[src/rtl/refcmp_pkg.sv]
`timescale 1ns/1ps
package refcmp_pkg;
  // register offsets (byte addresses)
  localparam int OFS_MODE = 'h00;
  localparam int OFS_REF  = 'h04;
  localparam int OFS_CAPT = 'h08;
  localparam int OFS_CNT  = 'h0C;
  localparam int OFS_EVT  = 'h11;

  // mode word fields
  localparam int MB_EN      = 0;
  localparam int MB_CS_LSB  = 1;
  localparam int MB_RESTART = 3;
  localparam int MB_REFIRQ  = 4;
  localparam int MB_PSC_LSB = 8;

  // event flags
  localparam int EV_CAPT = 0;
  localparam int EV_REF  = 1;
  localparam int EV_W    = 2;

  typedef enum logic [1:0] {
    CS_NONE  = 2'd0,
    CS_SYS   = 2'd1,
    CS_SYS16 = 2'd2,
    CS_RSVD  = 2'd3
  } clk_sel_e;
endpackage

[src/rtl/refcmp_prescaler.sv]
`timescale 1ns/1ps
module refcmp_prescaler #(
  parameter int PSC_W    = 8,
  parameter int SLOW_DIV = 16
) (
  input  logic             clk,
  input  logic             rst_n,
  input  logic             run_i,
  input  logic             clr_i,
  input  logic             slow_i,
  input  logic [PSC_W-1:0] psc_i,
  output logic             tick_o
);
  localparam int DIV_W = (SLOW_DIV > 2) ? $clog2(SLOW_DIV) : 1;
  localparam logic [DIV_W-1:0] DIV_MAX = DIV_W'(SLOW_DIV - 1);

  logic [DIV_W-1:0] div_q;
  logic [PSC_W-1:0] pcnt_q;
  logic             src_en;
  logic             wrap;

  assign src_en = slow_i ? (div_q == DIV_MAX) : 1'b1;
  assign wrap   = (pcnt_q == psc_i);
  assign tick_o = run_i && !clr_i && src_en && wrap;

  always_ff @(posedge clk or negedge rst_n) begin
    if (!rst_n) begin
      div_q  <= '0;
      pcnt_q <= '0;
    end else if (clr_i || !run_i) begin
      div_q  <= '0;
      pcnt_q <= '0;
    end else begin
      if (slow_i) div_q <= (div_q == DIV_MAX) ? '0 : div_q + DIV_W'(1);
      else        div_q <= '0;
      if (src_en) pcnt_q <= wrap ? '0 : pcnt_q + PSC_W'(1);
    end
  end

  // undivided clock with P = 0 ticks on every cycle of a steady run
  a_r3_fast_every_cycle: assert property (@(posedge clk) disable iff (!rst_n)
    (run_i && $past(run_i) && !slow_i && psc_i == '0 && !clr_i) |-> tick_o);
endmodule

[src/rtl/refcmp_counter.sv]
`timescale 1ns/1ps
module refcmp_counter #(
  parameter int CNT_W = 16
) (
  input  logic             clk,
  input  logic             rst_n,
  input  logic             tick_i,
  input  logic             load_i,
  input  logic [CNT_W-1:0] load_val_i,
  input  logic [CNT_W-1:0] ref_i,
  input  logic             restart_i,
  output logic [CNT_W-1:0] cnt_o,
  output logic             hit_o
);
  logic [CNT_W-1:0] cnt_q;

  assign hit_o = tick_i && !load_i && (cnt_q == ref_i);
  assign cnt_o = cnt_q;

  always_ff @(posedge clk or negedge rst_n) begin
    if (!rst_n)                 cnt_q <= '0;
    else if (load_i)            cnt_q <= load_val_i;
    else if (hit_o && restart_i) cnt_q <= '0;
    else if (tick_i)            cnt_q <= cnt_q + CNT_W'(1);
  end

  // a matching tick with restart returns the count to zero
  a_r6_restart_zero: assert property (@(posedge clk) disable iff (!rst_n)
    (tick_i && !load_i && cnt_q == ref_i && restart_i) |=> (cnt_o == '0));

  // a counter write lands on the next edge
  a_r9_load_value: assert property (@(posedge clk) disable iff (!rst_n)
    load_i |=> (cnt_o == $past(load_val_i)));
endmodule

[src/rtl/refcmp_regs.sv]
`timescale 1ns/1ps
module refcmp_regs
  import refcmp_pkg::*;
#(
  parameter int ADDR_W = 5,
  parameter int DATA_W = 16,
  parameter int PSC_W  = 8
) (
  input  logic              clk,
  input  logic              rst_n,
  input  logic              wr_i,
  input  logic [ADDR_W-1:0] addr_i,
  input  logic [DATA_W-1:0] wdata_i,
  input  logic [DATA_W-1:0] cnt_i,
  input  logic              hit_i,
  output logic [DATA_W-1:0] rdata_o,
  output logic              en_o,
  output clk_sel_e          cs_o,
  output logic              restart_o,
  output logic              refirq_o,
  output logic [PSC_W-1:0]  psc_o,
  output logic [DATA_W-1:0] ref_o,
  output logic [EV_W-1:0]   ev_o,
  output logic              cfg_wr_o,
  output logic              cnt_ld_o
);
  logic [DATA_W-1:0] mode_q, ref_q, capt_q;
  logic [EV_W-1:0]   ev_q;
  logic              sel_mode, sel_ref, sel_capt, sel_cnt, sel_ev;
  logic              disarm;
  logic [EV_W-1:0]   ev_clr, ev_set;

  assign sel_mode = wr_i && (addr_i == ADDR_W'(OFS_MODE));
  assign sel_ref  = wr_i && (addr_i == ADDR_W'(OFS_REF));
  assign sel_capt = wr_i && (addr_i == ADDR_W'(OFS_CAPT));
  assign sel_cnt  = wr_i && (addr_i == ADDR_W'(OFS_CNT));
  assign sel_ev   = wr_i && (addr_i == ADDR_W'(OFS_EVT));
  assign disarm   = sel_mode && mode_q[MB_EN] && !wdata_i[MB_EN];

  assign ev_clr = sel_ev ? wdata_i[EV_W-1:0] : '0;
  assign ev_set = EV_W'({hit_i, 1'b0});

  always_ff @(posedge clk or negedge rst_n) begin
    if (!rst_n) begin
      mode_q <= '0;
      ref_q  <= '0;
      capt_q <= '0;
      ev_q   <= '0;
    end else begin
      if (disarm) begin
        mode_q <= '0;
        ref_q  <= '0;
      end else begin
        if (sel_mode) mode_q <= wdata_i;
        if (sel_ref)  ref_q  <= wdata_i;
      end
      if (sel_capt) capt_q <= wdata_i;
      ev_q <= (ev_q & ~ev_clr) | ev_set;
    end
  end

  always_comb begin
    case (addr_i)
      ADDR_W'(OFS_MODE): rdata_o = mode_q;
      ADDR_W'(OFS_REF):  rdata_o = ref_q;
      ADDR_W'(OFS_CAPT): rdata_o = capt_q;
      ADDR_W'(OFS_CNT):  rdata_o = cnt_i;
      ADDR_W'(OFS_EVT):  rdata_o = DATA_W'(ev_q);
      default:           rdata_o = '0;
    endcase
  end

  assign en_o      = mode_q[MB_EN];
  assign cs_o      = clk_sel_e'(mode_q[MB_CS_LSB +: 2]);
  assign restart_o = mode_q[MB_RESTART];
  assign refirq_o  = mode_q[MB_REFIRQ];
  assign psc_o     = mode_q[MB_PSC_LSB +: PSC_W];
  assign ref_o     = ref_q;
  assign ev_o      = ev_q;
  assign cfg_wr_o  = sel_mode || sel_ref;
  assign cnt_ld_o  = sel_cnt;

  // dropping the enable wipes the mode word and the reference
  a_r2_disable_clears: assert property (@(posedge clk) disable iff (!rst_n)
    (wr_i && addr_i == ADDR_W'(OFS_MODE) && en_o && !wdata_i[MB_EN])
      |=> (mode_q == '0 && ref_o == '0));

  // the reference flag only rises after a matching tick
  a_r6_flag_from_hit: assert property (@(posedge clk) disable iff (!rst_n)
    $rose(ev_o[EV_REF]) |-> $past(hit_i));

  // writing one clears the flag unless a new hit arrives together
  a_r8_w1c_clears: assert property (@(posedge clk) disable iff (!rst_n)
    (wr_i && addr_i == ADDR_W'(OFS_EVT) && wdata_i[EV_REF] && !hit_i)
      |=> !ev_o[EV_REF]);

  // writing zero keeps a set flag
  a_r8_zero_keeps: assert property (@(posedge clk) disable iff (!rst_n)
    (ev_o[EV_REF] && !(wr_i && addr_i == ADDR_W'(OFS_EVT) && wdata_i[EV_REF]))
      |=> ev_o[EV_REF]);
endmodule

[src/rtl/refcmp_timer.sv]
`timescale 1ns/1ps
module refcmp_timer
  import refcmp_pkg::*;
#(
  parameter int ADDR_W   = 5,
  parameter int CNT_W    = 16,
  parameter int PSC_W    = 8,
  parameter int SLOW_DIV = 16
) (
  input  logic              clk,
  input  logic              rst_n,
  input  logic              bus_wr,
  input  logic [ADDR_W-1:0] bus_addr,
  input  logic [CNT_W-1:0]  bus_wdata,
  output logic [CNT_W-1:0]  bus_rdata,
  output logic              irq_o
);
  logic             en, restart, refirq, cfg_wr, cnt_ld, run, tick, hit;
  clk_sel_e         cs;
  logic [PSC_W-1:0] psc;
  logic [CNT_W-1:0] ref_val, cnt;
  logic [EV_W-1:0]  ev;

  refcmp_regs #(.ADDR_W(ADDR_W), .DATA_W(CNT_W), .PSC_W(PSC_W)) u_regs (
    .clk(clk), .rst_n(rst_n),
    .wr_i(bus_wr), .addr_i(bus_addr), .wdata_i(bus_wdata),
    .cnt_i(cnt), .hit_i(hit), .rdata_o(bus_rdata),
    .en_o(en), .cs_o(cs), .restart_o(restart), .refirq_o(refirq),
    .psc_o(psc), .ref_o(ref_val), .ev_o(ev),
    .cfg_wr_o(cfg_wr), .cnt_ld_o(cnt_ld)
  );

  assign run = en && (cs == CS_SYS || cs == CS_SYS16);

  refcmp_prescaler #(.PSC_W(PSC_W), .SLOW_DIV(SLOW_DIV)) u_psc (
    .clk(clk), .rst_n(rst_n), .run_i(run), .clr_i(cfg_wr),
    .slow_i(cs == CS_SYS16), .psc_i(psc), .tick_o(tick)
  );

  refcmp_counter #(.CNT_W(CNT_W)) u_cnt (
    .clk(clk), .rst_n(rst_n), .tick_i(tick), .load_i(cnt_ld),
    .load_val_i(bus_wdata), .ref_i(ref_val), .restart_i(restart),
    .cnt_o(cnt), .hit_o(hit)
  );

  assign irq_o = refirq && ev[EV_REF];

  // with no valid clock source and no counter write the count holds
  a_r5_stopped_hold: assert property (@(posedge clk) disable iff (!rst_n)
    (!run && !cnt_ld) |=> $stable(cnt));

  // the interrupt rises only after a match or a configuration write
  a_r7_irq_cause: assert property (@(posedge clk) disable iff (!rst_n)
    $rose(irq_o) |-> ($past(hit) || $past(cfg_wr)));
endmodule

[config.mk]
export PLATFORM = sky130hd
export DESIGN_NAME = refcmp_timer
export DESIGN_NICKNAME = d
export VERILOG_FILES = /design/src/rtl/refcmp_pkg.sv /design/src/rtl/refcmp_prescaler.sv /design/src/rtl/refcmp_counter.sv /design/src/rtl/refcmp_regs.sv /design/src/rtl/refcmp_timer.sv
export SDC_FILE = /design/constraint.sdc
export NUM_CORES = 1
export LEC_CHECK = 0
export BUFFER_PORTS_ARGS = -buffer_cell sky130_fd_sc_hd__clkbuf_2
export CORE_UTILIZATION = 50
export CTS_CLUSTER_DIAMETER = 200
export DETAILED_ROUTE_END_ITERATION = 7
export PLACE_DENSITY = 0.83
export SYNTH_ARGS = -nofsm -noshare
export SYNTH_HDL_FRONTEND = slang
export SYNTH_SLANG_ARGS = --single-unit
[constraint.sdc]
create_clock -name clk -period 2.01 [get_ports clk]
set_input_delay 0.3015 -clock clk [delete_from_list [all_inputs] [get_ports clk]]
set_output_delay 0.3015 -clock clk [all_outputs]
set_load 0.005 [all_outputs]
# [Yosys cells after proc, flatten, opt, wreduce, memory -nomap -nowiden]
# Cells that the tools add are included.
[classes] eq_ne=9 add_sub_neg=3 reduce_logical=27 mux=16 bitwise=3
[ops] operator="$mux W16" count=7
[ops] operator="$pmux W16 S5" count=1
[ops] operator="$mux W8" count=3
[ops] operator="$add A16 B1 Y16 const B" count=1
[ops] operator="$eq A16 B16 Y1" count=1
[ops] operator="$logic_and A1 B1 Y1" count=15
[ops] operator="$mux W4" count=3
[ops] operator="$eq A5 B4 Y1 const B" count=2
[ops] operator="$add A8 B1 Y8 const B" count=1
[ops] operator="$eq A8 B8 Y1" count=1
[ops] operator="$reduce_bool A2 Y1" count=3
[ops] operator="$eq A5 B3 Y1 const B" count=1
[ops] operator="$eq A5 B5 Y1 const B" count=1
[ops] operator="$logic_not A5 Y1" count=1
[ops] operator="$add A4 B1 Y4 const B" count=1
[ops] operator="$eq A4 B4 Y1 const B" count=1
[ops] operator="$logic_not A1 Y1" count=4
[ops] operator="$logic_or A1 B1 Y1" count=3
[ops] operator="$reduce_bool A3 Y1" count=1
[ops] operator="$and A2 B2 Y2" count=1
[ops] operator="$eq A2 B1 Y1 const B" count=1
[ops] operator="$eq A2 B2 Y1 const B" count=1
[ops] operator="$mux W2" count=1
[ops] operator="$not A2 Y2" count=1
[ops] operator="other kinds (2)" count=2
[word_totals] output_inout_bits=17 wordCells=65 regBits=78 in_bits=24

# [Longest topological paths before layout]
# Gate-level depths: netlist of run 1.
[depth] word_depth=12 ltp_mapped=9 ltp_nobuf=8

# [Modules after synthesis]
# Synthesis of run 1 repeated with hierarchy kept, for this count alone.
[hier_totals] hier_cells=546 hier_area_um2=4937.2
[modules_own_cells] module="refcmp_regs" area_each_um2=2781.4 cells_per_inst=303 seq_area_each_um2=1251.2 instances=1
[modules_own_cells] module="refcmp_counter" area_each_um2=1373.8 cells_per_inst=162 seq_area_each_um2=400.4 instances=1
[modules_own_cells] module="refcmp_prescaler" area_each_um2=745.7 cells_per_inst=77 seq_area_each_um2=300.3 instances=1
[modules_own_cells] module="refcmp_timer" area_each_um2=36.3 cells_per_inst=4 seq_area_each_um2=0.0 instances=1

# [Least setup slack after synthesis of run 1]
# Ideal clock, no wire load.
[synth_timing] kind="register to register" startpoint="register u_regs.mode_q[1]" endpoint="register u_cnt.cnt_q[15], in the netlist u_cnt.cnt_o[15]" t_required_ns=1.876 setup_time_ns=0.134 period_less_slack_ns=2.100 stages_incl_launch_ff=9 path_buffers=0 setup_slack_ns=-0.090 t_arrival_ns=1.966 cell_sequence="dfrtp_1 > inv_1 > ha_1 > nand2b_1 > a221oi_4 > nand3_2 > or4_1 > xor2_1 > o21ai_1"
[synth_between] elab_chain_cells=11 elab_cells_between_ends=14 cone_classes="eq/ne (2); mux (3); reduce/logical (9)"
[synth_lines] element="start, declared" line="refcmp_regs.sv:27" source="logic [DATA_W-1:0] mode_q, ref_q, capt_q;"
[synth_lines] element="start signal, assigned" line="refcmp_regs.sv:54" source="if (sel_mode) mode_q <= wdata_i;"
[synth_lines] element="$eq A2 B1 Y1 / $eq A2 B2 Y1 (equally long branches)" line="refcmp_timer.sv:33, refcmp_timer.sv:37"
[synth_lines] element="$logic_or A1 B1 Y1" line="refcmp_timer.sv:33" source="assign run = en && (cs == CS_SYS || cs == CS_SYS16);"
[synth_lines] element="$logic_and A1 B1 Y1" line="refcmp_timer.sv:33"
[synth_lines] element="$logic_and A1 B1 Y1" line="refcmp_prescaler.sv:24" source="assign tick_o = run_i && !clr_i && src_en && wrap;"
[synth_lines] element="$logic_and A1 B1 Y1 (*) (2 in series)" line="refcmp_prescaler.sv:24"
[synth_lines] element="$logic_and A1 B1 Y1 (2 in series)" line="refcmp_counter.sv:17" source="assign hit_o = tick_i && !load_i && (cnt_q == ref_i);"
[synth_lines] element="$logic_and A1 B1 Y1" line="refcmp_counter.sv:23" source="else if (hit_o && restart_i) cnt_q <= '0;"
[synth_lines] element="$mux W16" line="refcmp_counter.sv:23"
[synth_lines] element="$mux W16" line="refcmp_counter.sv:22" source="else if (load_i) cnt_q <= load_val_i;"
[synth_lines] element="end signal, assigned" line="refcmp_counter.sv:22"
[synth_lines] element="end signal, assigned" line="refcmp_counter.sv:24" source="else if (tick_i) cnt_q <= cnt_q + CNT_W'(1);"
[synth_lines] element="end, declared" line="refcmp_counter.sv:15" source="logic [CNT_W-1:0] cnt_q;"
# Every way passes the cells marked *; elsewhere a longest branch is shown, timed or not.
# A chain may end at the register's enable or synchronous reset.

# [Final worst setup path of run 1]
[layout_timing] startpoint="register u_regs.mode_q[8]" endpoint="register u_cnt.cnt_q[0], in the netlist u_cnt.cnt_o[0]"
[layout_between] elab_chain_cells=7 elab_cells_between_ends=8 cone_classes="eq/ne (1); mux (2); reduce/logical (5)"
[layout_lines] element="$eq A8 B8 Y1 (*)" line="refcmp_prescaler.sv:23" source="assign wrap = (pcnt_q == psc_i);"
[layout_lines] element="$logic_and A1 B1 Y1 (*)" line="refcmp_prescaler.sv:24"
[layout_lines] element="$logic_and A1 B1 Y1 (2 in series)" line="refcmp_counter.sv:17"
[layout_lines] element="$logic_and A1 B1 Y1" line="refcmp_counter.sv:23"
[layout_lines] element="$mux W16" line="refcmp_counter.sv:23"
[layout_lines] element="$mux W16" line="refcmp_counter.sv:22"
# Marked as above.

==> results of run 1 <==
timing repair:
action	4_1_cts	5_1_grt
hold buffers	1	0
endpoints found under the setup margin	31	26
pin swaps	3	4
resized for setup	10	11
endpoints found under the hold margin	32	0
setup buffers	0	1
worst reg2reg max path, stage by stage (launching register included):
cell	delay (ps)
dfrtp_1	440
xor2_1	210
nor4_4	370
buf_4	190
nand3_4	100
o31ai_4	380
buf_4	200
o21ai_0	90
where the power goes:
part / switching, µW / internal, µW / total, µW / leakage, µW
sequential: 238 / 1840 / 2080 / 0.00102
combinational: 575 / 535 / 1110 / 0.00140
clock: 596 / 823 / 1420 / 0.000112
metrics by stage:
stage,TNS [ps],hold WS (ps),util [%],worst slack (ps)
2_1_floorplan,0,5.91,-,11.5
3_3_place_gp,-886,276,60.5,-88.1
3_5_place_dp,-2820,283,60.5,-229
4_1_cts,-56.7,179,64.0,-56.7
5_1_grt,-1740,184,64.8,-134
6_report,-676,185,64.8,-76.5
placed cells by master, fill, tap and decap left out, types with 2 or more instances in the layout:
| master | Yosys | layout |
|---|---|---|
| nor4_2 | 1 | 5 |
| mux2_2 | 18 | 18 |
| nor3_2 | 2 | 2 |
| buf_12 | 0 | 4 |
| clkbuf_8 | 0 | 9 |
| nand4_1 | 6 | 6 |
| clkinvlp_4 | 0 | 2 |
| mux2i_1 | 3 | 3 |
| xnor2_1 | 4 | 4 |
| a21oi_1 | 17 | 17 |
| ha_1 | 4 | 3 |
| a22oi_1 | 32 | 32 |
| nor4_4 | 2 | 2 |
| bufinv_16 | 0 | 3 |
| nand3_1 | 15 | 15 |
| nand2_1 | 107 | 107 |
| xor2_1 | 38 | 38 |
| nor2_1 | 8 | 7 |
| nand2b_1 | 3 | 2 |
| o22ai_1 | 2 | 2 |
| and2_1 | 6 | 6 |
| inv_1 | 6 | 5 |
| buf_6 | 0 | 2 |
| and3_1 | 12 | 11 |
| o31ai_1 | 3 | 3 |
| dfrtp_1 | 78 | 77 |
| o21ai_1 | 1 | 4 |
| clkbuf_2 | 0 | 39 |
| o21ai_0 | 38 | 35 |
| buf_4 | 0 | 55 |
cells by family after synthesis:
logic type | share of synthesized area, %
buffers and inverters | 3.05
adders and majority gates | 1.19
xor gates and xnor gates | 8.72
muxes | 5.52
and+or+nand+nor | 19.9
AOI/OAI and AO/OA | 15.4
DFF | 46.3
layer usage:
layer	track usage, %	part of all wire (%)
met3	6.07	6.7
met1	37.3	42
met5	0	0
met2	47.4	49
met4	12.8	2.5
sequential cells by signal, indices dropped and copies added, names as in the netlist:
signal and cells:
u_psc.div_q 4, u_cnt.cnt_o 16, u_regs.ev_o 2, u_psc.pcnt_q 8, u_regs.ref_o 16, u_regs.mode_q 16
u_regs.capt_q 16
final timing paths:
| path | start | end | cells past startpoint |
|---|---|---|---|
| max | u_regs.mode_q[8]$_DFFE_PN0P_ | u_cnt.cnt_o[0]$_DFFE_PN0P_ | 7 |
| min | bus_wdata[3] | u_regs.ref_o[3]$_DFFE_PN0P_ | 3 |
| max reg2reg | u_regs.mode_q[8]$_DFFE_PN0P_ | u_cnt.cnt_o[0]$_DFFE_PN0P_ | 7 |
| min reg2reg | u_regs.mode_q[6]$_DFFE_PN0P_ | u_regs.mode_q[6]$_DFFE_PN0P_ | 2 |
| max in group asynchronous | rst_n | u_cnt.cnt_o[9]$_DFFE_PN0P_ | 3 |
| min in group asynchronous | rst_n | u_regs.mode_q[0]$_DFFE_PN0P_ | 2 |
area by class of cell:
class                   instances  area [µm²]
repair buffers                101         721
multi-input cells             342        2230
clock inverters                 6         110
well taps                     105         131
fillers                       638        2880
inverters                       6        22.5
clock buffers                  10         128
flip-flops and latches         78        1950
==> reports/summary.md, run 1 <==
• area leader, netlist: dfrtp_1
• reported max-cap violation count: 0
• Die W: 93.9 µm
• portion of synthesized cell area occupied by the leading cell type: 46.3%
• cell leakage power: 0.00253 µW
• maximum clock frequency: 479 MHz
• wire length per cell after detailed routing: 18.1 µm
• final setup violating endpoints: 14
• cell with the largest stage delay on the worst path: dfrtp_1
• Placer Congestion: 0.919
• Via density: 5.96
• setup ws final: -76.5 ps
• Cells after Synth: 452
• Final Hold Violating Endpoints: 0
• min Tclk post-route: 2090 ps
• sum of internal, switching and leakage power: 4610 µW
• DRC violation total after the first TritonRoute iteration: 348
• EDFF count, synth: 0
• count of antenna-violating nets left after detailed routing: 0
• Die Y-Extent: 93.9 µm
• number of sinks handled by clock tree synthesis: 78
• CTS clk-pin slew, worst paths: 90 ps
• number of remaining DRC errors: 0
• Max rail drop VDD: 0.000338 V
• data required time at the worst endpoint: 2250 ps
• cell types with the highest counts after synthesis: 107 x nand2_1, 78 x dfrtp_1, 38 x o21ai_0, 38 x xor2_1, 32 x a22oi_1
• maximum level of the CTS H-tree: 3
• clock buffer count from CTS: 9
• Syn-to-layout area delta: 25.5%
• first-pass GRT wire length: 19200 µm
• initial antenna violation count: 0
• Post-synth top flop: dfrtp_1
• number of top-level pins: 41
• library cell used as clock root buffer: clkbuf_8
• Remaining Overflow, GRT: 0
• post-synthesis sequential area ratio: 46.3%
• #FFs+latches synth: 78
• Crit path arrival time: 2330 ps
• Max Buffers Root-to-Sink: 2
• power density over the cells: 871 mW/mm²
• final-stage net count: 566
• share of async-settable or async-resettable flops after synthesis: 100%
• first drt pass iteration count: 5
• total of buffers placed on input and output ports: 40
• Synth Cell Area: 0.00422 mm²
• Final HPWL DP: 8330 µm
• critical path endpoint category: flip-flop
• max-slew violations: 0
• total global-route track usage: 29.1%
• post-placement cell count: 630
• CP dominant cell by count: buf_4
• antenna diode count: 0
• Initial Util: 51.6%
• setup repair after global routing missed its margin: true
• post-route non-filler standard cell count: 648
• Slew @ Worst Pin: 490 ps
• via total after detailed routing: 3865
• ordered cell list for the critical path: xor2_1 > nor4_4 > buf_4 > nand3_4 > o31ai_4 > buf_4 > o21ai_0
• startpoint type of the worst setup path: flip-flop
• syn nets: 480
• dpl cell area: 0.00495 mm²
• classification of the worst-slack hold path: input port to flip-flop
• result of the run: finished, violations left
• CTS tree: yes
• Slew Limit Headroom: 67.2%
• share of cells above drive strength 1: 29.1%
• core region area: 0.00818 mm²
• Crit Path Category: flip-flop to flip-flop
• stage delay of the slowest cell on the critical path: 440 ps
• R2R Setup Slk: -80 ps
• setup skew after layout: 10.8 ps
• pin count of the biggest net entering global routing: 47
• total routed wirelength: 11700 µm
• CP Buf/Inv Count: 2
• violations in the final reports: setup timing
• post-route design area: 0.00529 mm²
• dominant cells by area after synthesis: dfrtp_1 46%, nand2_1 9.5%, xor2_1 7.9%
• Avg Synthesized Cell Area: 9.33 µm²
• kind of cell adding the most delay to the critical path: simple AND/OR/NAND/NOR gates
• share of the cycle needed by the critical path after routing: 104%
• most used standard cell by instance count after synthesis: nand2_1
• count of distinct cell types in the synthesized netlist: 42
• FP Rows: 33
• via count of the first global-routing pass: 3896
• full die area: 0.00881 mm²
• Yosys warnings: 0
• largest fanout on the critical path: 5
• worst skew pair latency: 360 ps
Power figures use the tool's default switching activity.
==> inputs of run 2 (changes only) <==
--- a/config.mk
+++ b/config.mk
@@ -6,10 +6,13 @@
 export NUM_CORES = 1
 export LEC_CHECK = 0
 export BUFFER_PORTS_ARGS = -buffer_cell sky130_fd_sc_hd__clkbuf_2
-export CORE_UTILIZATION = 50
+export CELL_PAD_IN_SITES_DETAIL_PLACEMENT = 1
+export CELL_PAD_IN_SITES_GLOBAL_PLACEMENT = 1
+export CORE_UTILIZATION = 41
 export CTS_CLUSTER_DIAMETER = 200
 export DETAILED_ROUTE_END_ITERATION = 7
-export PLACE_DENSITY = 0.83
+export PLACE_DENSITY = 0.86
 export SYNTH_ARGS = -nofsm -noshare
 export SYNTH_HDL_FRONTEND = slang
 export SYNTH_SLANG_ARGS = --single-unit
+export TNS_END_PERCENT = 1
==> reports/summary.md, run 2 (synthesis results as in run 1) <==
• result of the run: finished, violations left
• violations in the final reports: setup timing
• Max Buffers Root-to-Sink: 2, unchanged
• wire length per cell after detailed routing: 20.4 µm, +13%
• maximum clock frequency: 482 MHz, +0.48%
• post-placement cell count: 645, +2.4%
• Remaining Overflow, GRT: 0, unchanged
• setup skew after layout: 11.2 ps, +0.356 ps
• Initial Util: 42.8%, -8.8 points
• startpoint type of the worst setup path: flip-flop
• max-slew violations: 0, unchanged
• via total after detailed routing: 3783, -2.1%
• Placer Congestion: 0.914, -0.57%
• Hold Worst Slack: 205 ps, +19.8 ps
• worst skew pair latency: 360 ps, about the same
• depth of the most critical reg-to-reg path: 8, +1
• Final Hold Violating Endpoints: 0, unchanged
• initial antenna violation count: 0, unchanged
• leading cell type in the layout, fill and taps excluded: nand2_1
• final-stage net count: 552, -2.5%
• final setup violating endpoints: 4, -10
• setup ws final: -66.6 ps, +9.96 ps
• R2R Setup Slk: -70 ps, about the same
• stage delay of the slowest cell on the critical path: 450 ps, about the same
• Max rail drop VDD: 0.000447 V, +32%
• total routed wirelength: 13400 µm, +15%
• setup repair after global routing missed its margin: true
• reported max-cap violation count: 0, unchanged
• TNS Setup: -144 ps, +532 ps
• library cell used as clock root buffer: clkbuf_8
• maximum level of the CTS H-tree: 3, unchanged
• share of cells above drive strength 1: 26.6%, -2.5 points
• Final HPWL DP: 9390 µm, +13%
• relative contribution of sequential cells to total power: 47.4%, +2.3 points
• power density over the cells: 860 mW/mm², -1.2%
• first-pass GRT wire length: 21200 µm, +10%
• first drt pass iteration count: 5, unchanged
• clock power share: 29.1%, -1.7 points
• startpoint of the lowest-slack hold path: bus_wdata[4]
• full die area: 0.0107 mm², +21%
• capture endpoint of the worst hold path: u_regs.ref_o[4]$_DFFE_PN0P_
• share of power burned in combinational logic: 23.5%, -0.6 points
• largest fanout on the critical path: 4, -1
• Slew @ Worst Pin: 458 ps, -32.6 ps
• Worst R2R Start: u_regs.mode_q[1]$_DFFE_PN0P_
• net switching fraction of the power: 31.5%, +0.93 points
• classification of the worst-slack hold path: input port to flip-flop
• total global-route track usage: 27.1%, -2.0 points
• critical path startpoint: u_regs.mode_q[1]$_DFFE_PN0P_
• cell leakage power: 0.00244 µW, -3.6%
• total of buffers placed on input and output ports: 40, unchanged
• critical path endpoint category: flip-flop
• CTS clk-pin slew, worst paths: 80 ps, about the same
• Crit path arrival time: 2320 ps, about the same
• number of top-level pins: 41, unchanged
• met3 wirelength from detailed routing: 570 µm, -28%
• cell with the largest stage delay on the worst path: or4_4
• antenna diode count: 0, unchanged
• commonest cells after routing, fill and taps aside: 107 x nand2_1, 78 x dfrtp_1, 43 x buf_4
• via count of the first global-routing pass: 4007, +2.8%
• number of sinks handled by clock tree synthesis: 78, unchanged
• switching power summed over all nets: 1400 µW, -0.85%
• CTS tree: yes
• Crit Path Category: flip-flop to flip-flop
• clock buffer count from CTS: 9, unchanged
• post-route non-filler standard cell count: 660, +1.9%
• Via density: 5.73, -3.9%
• Die W: 103 µm, +10%
• Slew Limit Headroom: 69.4%, +2.2 points
• ordered cell list for the critical path: inv_2 > ha_4 > nand2b_4 > a221oi_4 > nand3_2 > or4_4 > xor2_1 > o21ai_1
• Crit Reg-Reg Endpoint: u_cnt.cnt_o[15]$_DFFE_PN0P_
• number of remaining DRC errors: 0, unchanged
• depth of the worst hold-timing path: 3, unchanged
• DRC violation total after the first TritonRoute iteration: 229, -34%
• share of the cycle needed by the critical path after routing: 103%, -0.50 points
• data required time at the worst endpoint: 2250 ps, about the same
• Routed met1 length: 5610 µm, +15%
• core region area: 0.00986 mm², +21%
• Syn-to-layout area delta: 22.2%
• internal power: 3040 µW, -5.1%
• Die Y-Extent: 103 µm, +10%
• FP Rows: 36, +9.1%
• detailed route wirelength on metal2: 6970 µm, +21%
• Top Layer Used: met4
• min Tclk post-route: 2080 ps, -9.96 ps
• pin count of the biggest net entering global routing: 39, -17%
• count of antenna-violating nets left after detailed routing: 0, unchanged
==> run 2: how the worst max path moves through the flow <==
| stage | to | slack, ps | depth (start not counted) |
|---|---|---|---|
| after floorplan | u_cnt.cnt_o[10]$_DFFE_PN0P_ | -50 | 8 |
| after global placement | u_cnt.cnt_o[10]$_DFFE_PN0P_ | -120 | 8 |
| after detailed placement | u_cnt.cnt_o[9]$_DFFE_PN0P_ | -360 | 8 |
| after CTS | u_cnt.cnt_o[15]$_DFFE_PN0P_ | -110 | 8 |
| after global routing | u_cnt.cnt_o[15]$_DFFE_PN0P_ | -160 | 8 |
| final | u_cnt.cnt_o[15]$_DFFE_PN0P_ | -70 | 8 |
==> run 2: power by group through the flow <==
stage	Sequential (µW)	Combinational (µW)	Clock [µW]
2_1_floorplan	2060	576	0
3_3_place_gp	2090	914	0
3_5_place_dp	2120	967	0
4_1_cts	2090	1010	1310
5_1_grt	2130	1130	1370
6_report	2100	1040	1290
==> run 2: metrics by stage <==
stage	power [µW]	setup WS, ps	utilization [%]	instance area (µm²)
after detailed placement	3080	-355	49.4	4880
after CTS	4410	-109	52.0	5120
after global placement	3000	-120	49.4	4880
after floorplan	2640	-52.9	-	4220
after global routing	4630	-163	52.3	5160
final	4430	-66.6	52.3	5160
==> run 2: layout make-up <==
class,instances,area (µm²)
clock buffer,10,138
fill,1148,4710
sequential,78,1950
timing repair buffer,87,608
tap,133,166
clock inverter,4,72.6
multi-input combinational,342,2200
inverter,6,22.5
==> run 2: critical path: cells and delay by family (launching register included) <==
| kind | cells | cell delay [ps] |
|---|---|---|
| fa+ha+maj | 1 | 200 |
| compound gates | 2 | 350 |
| xor+xnor | 1 | 170 |
| flops | 1 | 390 |
| buf+inv | 1 | 80 |
| simple gates | 3 | 760 |
==> run 2: timing repair <==
action,4_1_cts,5_1_grt
pin swaps,2,2
gates resized for setup,9,7
hold buffers,1,0
endpoints found under the hold margin,14,0
setup endpoints to repair,20,28
buffers inserted,0,0
==> run 2: metal layers <==
layer	vias up	track usage [%]
li1	1721	-
met1	1934	33.0
met2	105	48.1
met3	23	4.91
met4	0	9.53
met5	-	0
==> inputs of run 3 (changes only) <==
--- a/config.mk
+++ b/config.mk
@@ -8,6 +8,7 @@
 export BUFFER_PORTS_ARGS = -buffer_cell sky130_fd_sc_hd__clkbuf_2
 export CELL_PAD_IN_SITES_DETAIL_PLACEMENT = 1
 export CELL_PAD_IN_SITES_GLOBAL_PLACEMENT = 1
+export CORE_ASPECT_RATIO = 0.75
 export CORE_UTILIZATION = 41
 export CTS_CLUSTER_DIAMETER = 200
 export DETAILED_ROUTE_END_ITERATION = 7
==> constraint.sdc (replaced) <==
create_clock -name clk -period 2.01 [get_ports clk]
set_input_delay 0.5025 -clock clk [delete_from_list [all_inputs] [get_ports clk]]
set_output_delay 0.5025 -clock clk [all_outputs]
set_load 0.005 [all_outputs]
==> reports/summary.md, run 3 (synthesis results as in run 1) <==
• pre-CTS WS: -383 ps, -28.0 ps
• R2R Setup Slk: -220 ps, -150 ps
• first drt pass iteration count: 4, -1
• Slew @ Worst Pin: 410 ps, -48.0 ps
• min Tclk post-route: 2290 ps, +213 ps
• Initial Util: 43.0%, +0.22 points
• Top Layer Used: met4
• setup ws final: -279 ps, -213 ps
• core region area: 0.00981 mm², -0.52%
• Remaining Overflow, GRT: 0, unchanged
• violations in the final reports: setup timing
• first-pass GRT wire length: 22900 µm, +8.0%
• Worst R2R Start: u_regs.mode_q[1]$_DFFE_PN0P_
• Crit path arrival time: 1790 ps, -530 ps
• Syn-to-layout area delta: 31.6%
• number of remaining DRC errors: 0, unchanged
• Max Buffers Root-to-Sink: 2, unchanged
• number of sinks handled by clock tree synthesis: 78, unchanged
• total routed wirelength: 14800 µm, +10%
• maximum clock frequency: 437 MHz, -9.3%
• depth of the most critical reg-to-reg path: 9, +1
• data required time at the worst endpoint: 1510 ps, -740 ps
• number of top-level pins: 41, unchanged
• result of the run: finished, violations left
• leading cell type in the layout, fill and taps excluded: nand2_1
• total global-route track usage: 28.2%, +1.1 points
• CTS tree: yes
• library cell used as clock root buffer: clkbuf_16
• CTS Hold Buffers Added: 0, -1
• critical path endpoint category: output pin
• via total after detailed routing: 3942, +4.2%
• max-slew violations: 0, unchanged
• startpoint type of the worst setup path: input port
• CTS clk-pin slew, worst paths: 60 ps, -20 ps
• Final Hold Violating Endpoints: 0, unchanged
• cell leakage power: 0.00264 µW, +8.2%
• commonest cells after routing, fill and taps aside: 107 x nand2_1, 78 x dfrtp_1, 60 x buf_4
• largest fanout on the critical path: 7, +3
• Die Y-Extent: 89.9 µm, -13%
• antenna diode count: 0, unchanged
• total of buffers placed on input and output ports: 40, unchanged
• maximum level of the CTS H-tree: 3, unchanged
• detailed route wirelength on metal2: 7460 µm, +7.1%
• Crit Path Category: input port to output pin
• Die W: 119 µm, +15%
• combined area of the multi-input logic cells: 0.00226 mm², +2.8%
• clock buffer count from CTS: 9, unchanged
• initial antenna violation count: 0, unchanged
• wire length per cell after detailed routing: 21.6 µm, +6.2%
• share of the cycle needed by the critical path after routing: 114%, +11 points
• layout filler cell count: 1122, -2.3%
• TNS Setup: -5460 ps, -5310 ps
• met3 wirelength from detailed routing: 837 µm, +47%
• DRC violation total after the first TritonRoute iteration: 236, +3.1%
• Via density: 5.76, +0.55%
• Crit Reg-Reg Endpoint: u_cnt.cnt_o[15]$_DFFE_PN0P_
• setup skew after layout: 5.17 ps, -5.99 ps
• classification of the worst-slack hold path: input port to asynchronous set/reset pin
• Final HPWL DP: 10300 µm, +9.4%
• pin count of the biggest net entering global routing: 56, +44%
• sum of internal, switching and leakage power: 4960 µW, +12%
• power density over the cells: 892 mW/mm², +3.8%
• setup repair after global routing missed its margin: true
• final setup violating endpoints: 32, +28
• final-stage net count: 575, +4.2%
• share of cells above drive strength 1: 31.3%, +4.8 points
• FP Rows: 31, -14%
• Max rail drop VDD: 0.000528 V, +18%
• via count of the first global-routing pass: 4227, +5.5%
• count of antenna-violating nets left after detailed routing: 0, unchanged
• worst skew pair latency: 340 ps, -20 ps
• Slew Limit Headroom: 72.6%, +3.2 points
• Placer Congestion: 0.861, -5.8%
• full die area: 0.0107 mm², about the same
• reported max-cap violation count: 0, unchanged
• Sequential cell area: 0.00195 mm², unchanged
• Routed met1 length: 6350 µm, +13%
==> run 3: area by class of cell <==
| type | count | share of cell area [%] |
|---|---|---|
| multi-input combinational | 342 | 40.7 |
| sequential | 78 | 35.2 |
| timing repair buffer | 110 | 15.6 |
| clock buffer | 9 | 4.06 |
| tap | 132 | 2.97 |
| clock inverter | 7 | 1.17 |
| inverter | 6 | 0.406 |
==> run 3: routing by layer <==
layer / vias to the layer above / global-route usage, %
li1: 1768 / -
met1: 2054 / 36.8
met2: 109 / 46.1
met3: 11 / 7.04
met4: 0 / 8.65
met5: - / 0
==> run 3: metrics by stage <==
step,hold slack [ps],util [%],instances,cell area [µm²]
final,68.2,56.6,684,5550
after global routing,83.8,56.6,684,5550
after CTS,69.8,55.3,681,5430
after detailed placement,438,51.9,665,5090
after global placement,436,51.9,665,5090
after floorplan,207,-,452,4250
==> run 3: power by group <==
group	switching (µW)	internal [µW]	total, µW
Sequential	267	1840	2110
Clock	667	952	1620
Combinational	628	599	1230
==> run 3: timing repair <==
item | CTS | global route
endpoints found under the setup margin | 37 | 38
gates cloned | 0 | 1
resized for setup | 9 | 30
pin swaps | 0 | 9
hold endpoints to repair | 0 | 0
buffers inserted | 0 | 2
==> run 3: worst max path at each step <==
stage | slack (ps) | to | cells after the start | start
6_report | -280 | bus_rdata[10] | 8 | bus_addr[1]
2_1_floorplan | -90 | bus_rdata[2] | 7 | bus_addr[0]
4_1_cts | -310 | bus_rdata[4] | 8 | bus_addr[0]
5_1_grt | -310 | bus_rdata[4] | 8 | bus_addr[1]
3_5_place_dp | -380 | u_cnt.cnt_o[10]$_DFFE_PN0P_ | 8 | bus_addr[4]
3_3_place_gp | -270 | bus_rdata[14] | 8 | bus_addr[0]
==> run 3: worst max-delay path: stages <==
cell and delay, ps:
buf_8 100, or3_4 430, nor2_4 100, and2_4 200
clkbuf_16 170, a22oi_1 100, nand2_1 80, clkbuf_2 110
